<file path="src/rtl/irq_edge_collector.sv">
module irq_edge_collector #(
  parameter int NSRC = 10,
  parameter int ADDR_W = 16,
  parameter int DATA_W = 32,
  parameter logic [ADDR_W-1:0] SRC_ADDR = 16'h0083,
  parameter logic [ADDR_W-1:0] EN_ADDR = 16'h0084
) (
  input  logic              clk,
  input  logic              rst_n,
  input  logic [NSRC-1:0]   irq_in,
  input  logic [ADDR_W-1:0] reg_addr,
  input  logic              reg_rd,
  input  logic              reg_wr,
  input  logic [NSRC-1:0]   reg_wdata,
  output logic [DATA_W-1:0] reg_rdata,
  output logic              irq_pulse
);
  localparam int FLAG_BIT = DATA_W - 1;

  logic [NSRC-1:0] prev_q, src_q, en_q;
  logic ovf_q, pulse_q;

  wire [NSRC-1:0] rise   = irq_in & ~prev_q;
  wire            rd_src = reg_rd && (reg_addr == SRC_ADDR);
  wire            wr_en  = reg_wr && (reg_addr == EN_ADDR);
  wire [NSRC-1:0] kept   = rd_src ? '0 : src_q;

  always_ff @(posedge clk) begin
    if (!rst_n) begin
      prev_q  <= '0;
      src_q   <= '0;
      en_q    <= '0;
      ovf_q   <= 1'b0;
      pulse_q <= 1'b0;
    end else begin
      prev_q  <= irq_in;
      src_q   <= kept | rise;
      ovf_q   <= (ovf_q && !rd_src) || (|(rise & kept));
      pulse_q <= |(rise & en_q);
      if (wr_en) en_q <= reg_wdata;
    end
  end

  always_comb begin
    reg_rdata = '0;
    if (reg_addr == SRC_ADDR) begin
      reg_rdata[NSRC-1:0] = src_q;
      reg_rdata[FLAG_BIT] = ovf_q;
    end else if (reg_addr == EN_ADDR) begin
      reg_rdata[NSRC-1:0] = en_q;
    end
  end

  assign irq_pulse = pulse_q;
endmodule

</file>
<file path="config.mk">
export PLATFORM = sky130hd
export DESIGN_NAME = irq_edge_collector
export DESIGN_NICKNAME = d
export VERILOG_FILES = /design/src/rtl/irq_edge_collector.sv
export SDC_FILE = /design/constraint.sdc
export NUM_CORES = 1
export LEC_CHECK = 0
export ABC_AREA = 1
export CAP_MARGIN = 20
export CELL_PAD_IN_SITES_DETAIL_PLACEMENT = 1
export CELL_PAD_IN_SITES_GLOBAL_PLACEMENT = 1
export CORE_MARGIN = 4
export CORE_UTILIZATION = 28
export CTS_CLUSTER_SIZE = 8
export DETAILED_ROUTE_END_ITERATION = 10
export PLACE_DENSITY = 0.88
export SLEW_MARGIN = 10
export SYNTH_ARGS = -nofsm -noshare
export SYNTH_HDL_FRONTEND = slang
export SYNTH_SLANG_ARGS = --single-unit
</file>
<file path="constraint.sdc">
create_clock -name clk -period 1.2 [get_ports clk]
set_input_delay 0.18 -clock clk [delete_from_list [all_inputs] [get_ports clk]]
set_output_delay 0.18 -clock clk [all_outputs]
set_load 0.01 [all_outputs]
</file>
Word-level counts from Yosys, hierarchy flattened:

Index checks and enable logic that the tools add are counted.

* output and inout bits: 33
* memories: 0
* memory bits (writable): 0
* latch bits: 0
* register bits after elaboration: 32
* memory bits (read-only): 0
* input port bits: 40

* eq/ne operators: 2
* add/subtract/negate cells: 0
* bitwise logic cells: 5
* mux-type cells: 4
* multipliers: 0
* magnitude comparators: 0
* shift operators: 0
* div/mod/pow operators: 0
* reductions and logical operators: 7

Operators with widths (count)
* $eq 16x8->1 const B: 2
* $and 10x10->10: 3
* $mux 10: 3
* $reduce_or 10->1: 2
* $not 10->10: 1
* $or 10x10->10: 1
* $logic_and 1x1->1: 3
* $logic_not 1->1: 1
* $logic_or 1x1->1: 1
* $mux 1: 1

Longest topological paths before layout:

* depth after elaboration: 6
* mapped depth: 10
* mapped depth without buffers: 9

Least setup slack after synthesis:

Ideal clock, no wire load.

* path kind: input-to-output
* from: input reg_addr[11]
* to: output reg_rdata[9]
* path slack: -0.049 ns
* arrival time: 1.069 ns
* stages: 5
* data required time: 1.020 ns
* cells stage by stage: nor2_1 -> nand2_1 -> nor2_2 -> nand2_1 -> o32ai_1

* longest elaborated chain between the ends: 3
* elaborated cells on any way between the ends: 4
* those cells by class: eq/ne (2); mux (2)

Ends and longest elaborated chain
* start, declared: RTL line 11 `input logic [ADDR_W-1:0] reg_addr,`
* $eq 16x8->1: RTL line 49 `end else if (reg_addr == EN_ADDR) begin`
* $mux 10: RTL line 49
* $mux 10 *: RTL line 46 `if (reg_addr == SRC_ADDR) begin`
* end, declared: RTL line 15 `output logic [DATA_W-1:0] reg_rdata,`

Every way passes the cells marked *; elsewhere a longest branch is shown, timed or not.

Worst setup path in the final report:

* from: input reg_addr[11]
* to: output reg_rdata[2]

The elaborated chain is that of the path after synthesis.

==> out/qor.csv <==
stage;metric;value;unit
status;status;finished with violations;
status;failing checks;negative setup slack;
global_route;first-pass GRT wire length;10.74;mm
setup_path;CP Class;primary input to output port;
min_path;HP Class;primary input to flop;
global_route;largest net degree at the start of global routing;15;
setup_path;Worst EP arrival;1.26;ns
route;Wirelength per Cell;17.80;µm
timing;Setup Viol. Count Final;31;
timing;fin crit period;1.439;ns
logic_synthesis;sequential area share after synthesis;39.20;%
logic_synthesis;netlist area before placement;1634;µm²
finish;Core Util, Final;53.40;%
floorplan;I/O Pins;73;
setup_path;reg-to-reg critical path startpoint;en_q[2];
setup_path;Critical Path Source;reg_addr[11];
floorplan;Die Y;84.40;µm
clock_network;CTS tree;yes;
clock_network;Clk Latency, worst-skew pair;0.29;ns
route;vias;1884;
timing;Fmax achieved;695.0;MHz
logic_synthesis;ys flop type;dfxtp_1;
pwr;Power Dens Cells;817.8;nW/µm²
clock_network;Reg clk slew, reported paths;0.07;ns
timing;final worst path period share;119.9;%
setup_path;Cell Chain, Critical Path;buf_6, nor2_2, nand2_1, nor2_4, buf_6, buf_4, nand3_4, o31ai_4, buf_2;
floorplan;Core Box Area;5574;µm²
placement;Placement Setup Slack;-1.053;ns
finish;Post-Layout Inst Area;2977;µm²
timing;setup TNS;-4.173;ns
setup_path;CP max stage delay;0.19;ns
floorplan;die span in x;84.40;µm
clock_network;clock buffer depth;2;
route;vias per inst;4.722;
logic_synthesis;register bit count reported by yosys;32;
route;1st-pass router iterations;4;
timing;Hold Vio Cnt, Final;0;
setup_path;Worst Setup End Kind;output port;
setup_path;RR Endpoint;irq_pulse;
placement;Cell Area, Placed;2405;µm²
setup_path;flop-to-flop setup slack;0.09;ns
finish;commonest non-fill, non-tap cell in the layout;inv_1;
finish;multi-input combinational cell area;1044;µm²
finish;Layout area overhead;82.16;%
floorplan;# rows;27;
setup_path;Top cell by count, worst path;buf_6;
route;final wirelength;7.103;mm
logic_synthesis;Ys Warns;0;
clock_network;CTS Hold Buffers Added;0;
timing;final setup skew;0.008903;ns
finish;n_diodes;0;
clock_network;H-tree levels;2;
clock_network;clk root buf;clkbuf_8;
global_route;initial antenna violation count;0;
floorplan;Starting Density;29.32;%
placement;detailed placer's ending HPWL;4.132;mm
setup_path;r2r worst-path depth;7;
global_route;global route overflow;0;
route;remaining antenna violation count after routing;0;
timing;Final Worst Setup Slack;-0.2388;ns
setup_path;CP Launch Type;primary input;
placement;PortBufs;51;
job;max cap viols;0;
global_route;Total Routing Usage GR;19.42;%
logic_synthesis;Syn Area/Cell;7.013;µm²
route;DRT iter0 DRCs;95;
timing;Slew Limit Fails;0;
setup_path;delay-heaviest family, CP;buffers and inverters;
finish;commonest non-fill, non-tap cells in the layout;inv_1, nand2_1, buf_4, dfxtp_1;
logic_synthesis;Synth cell types;22;
finish;nets@finish;366;
clock_network;CTS buffer count;5;
setup_path;Crit Path Max Fanout;6;
logic_synthesis;top cell type by total area after synthesis;dfxtp_1;
setup_path;Worst Setup EP;reg_rdata[2];
logic_synthesis;Post-synth EDFFs;0;
finish;layout cells sized above 1;42.81;%
pwr;VDD IR-drop max;0.0006967;V
logic_synthesis;synth top area cells;dfxtp_1, buf_4, inv_1, nand2_1, a21oi_1;
global_route;vias in the first global route;2075;
clock_network;clk sinks;32;
floorplan;die area;7123;µm²
setup_path;Buf/Inv on CP;4;
setup_path;slowest CP cell;nor2_4;
route;DRC;0;
pwr;LEAKAGE;0.001383;µW
finish;Fillers;676;
logic_synthesis;synthesized instance count;233;
logic_synthesis;top cell type's share of synthesized area;39.20;%
finish;Seq. cell area;644.4;µm²
setup_path;WP data required;1.02;ns
placement;RD Place Congestion;0.8136;
timing;RSZ-0062 raised after global routing;true;
logic_synthesis;Synth async-reset ratio;0;%
setup_path;cell depth of the worst setup path;9;
[report_power, final]
part           total (µW)  switching [µW]  internal [µW]
registers            1140            26.8           1110
logic                 426             214            212
clock network         871             414            458
total                2430             654           1780
[kinds of logic (layout without fill, tap and decap cells)]
group | after synthesis | in the layout | synth area share [%]
and+or+nand+nor | 81 | 81 | 21.90
buffers and inverters | 72 | 146 | 22.13
other | 1 | 21 | 0.2295
DFF | 32 | 32 | 39.20
AOI/OAI and AO/OA | 47 | 47 | 16.54
[layer usage]
metal / track usage, % / up-vias / wire, µm
li1: - / 886 / -
met1: 20.14 / 916 / 2529
met2: 38.88 / 68 / 4075
met3: 3.533 / 14 / 330
met4: 5.899 / 0 / 168
met5: 0 / - / 0
[metrics by stage]
step | std cells | hold WS, ns | total power, µW
after detailed placement | 381 | 0.4583 | 1522
after floorplan | 253 | 0.2735 | 1350
after global placement | 381 | 0.4491 | 1504
final | 399 | 0.1332 | 2434
after CTS | 399 | 0.4422 | 2402
after global routing | 399 | 0.1361 | 2556
[sequential cells by signal, indices dropped and copies added, names as in the netlist]
name	count
prev_q	10
en_q	10
ovf_q	1
src_q	10
irq_pulse	1
[area by class of cell]
| type | instances | share of cell area [%] |
|---|---|---|
| inverter | 41 | 5.422 |
| tap | 72 | 3.026 |
| sequential | 32 | 21.65 |
| clock buffer | 6 | 2.774 |
| timing repair buffer | 97 | 31.74 |
| multi-input combinational | 149 | 35.06 |
| clock inverter | 2 | 0.3363 |
[worst reg2reg max path, delay by kind of cell (launching register included)]
kind                   cells  cell delay (ns)
AOI/OAI and AO/OA          2             0.22
buffers and inverters      3             0.21
DFF                        1             0.33
and+or+nand+nor            2             0.26
[Yosys cell counts, drive strengths merged, types with 3 or more instances]
| cell | number |
|---|---|
| o22ai | 4 |
| nand2 | 40 |
| clkbuf | 4 |
| o21ai | 11 |
| buf | 27 |
| o31ai | 9 |
| dfxtp | 32 |
| nand3b | 3 |
| nor2 | 16 |
| nand3 | 18 |
| a21oi | 21 |
| inv | 41 |
[timing repair]
item,in CTS,in global routing
buffers inserted,5,1
gates resized for setup,153,56
gates cloned,5,1
pin swaps,25,27
hold endpoints to repair,0,0
setup endpoints to repair,34,33
[worst min-delay path by stage]
stage               cells past startpoint      start  slack, ns         to
floorplan                               2  irq_in[0]       0.27  prev_q[0]
global placement                        2   src_q[9]       0.45   src_q[9]
global route                            3  irq_in[6]       0.14  prev_q[6]
detailed placement                      2   src_q[9]       0.46   src_q[9]
CTS                                     3  irq_in[6]       0.44  prev_q[6]
finish                                  3  irq_in[6]       0.13  prev_q[6]
(Power assumes the default switching activity.)
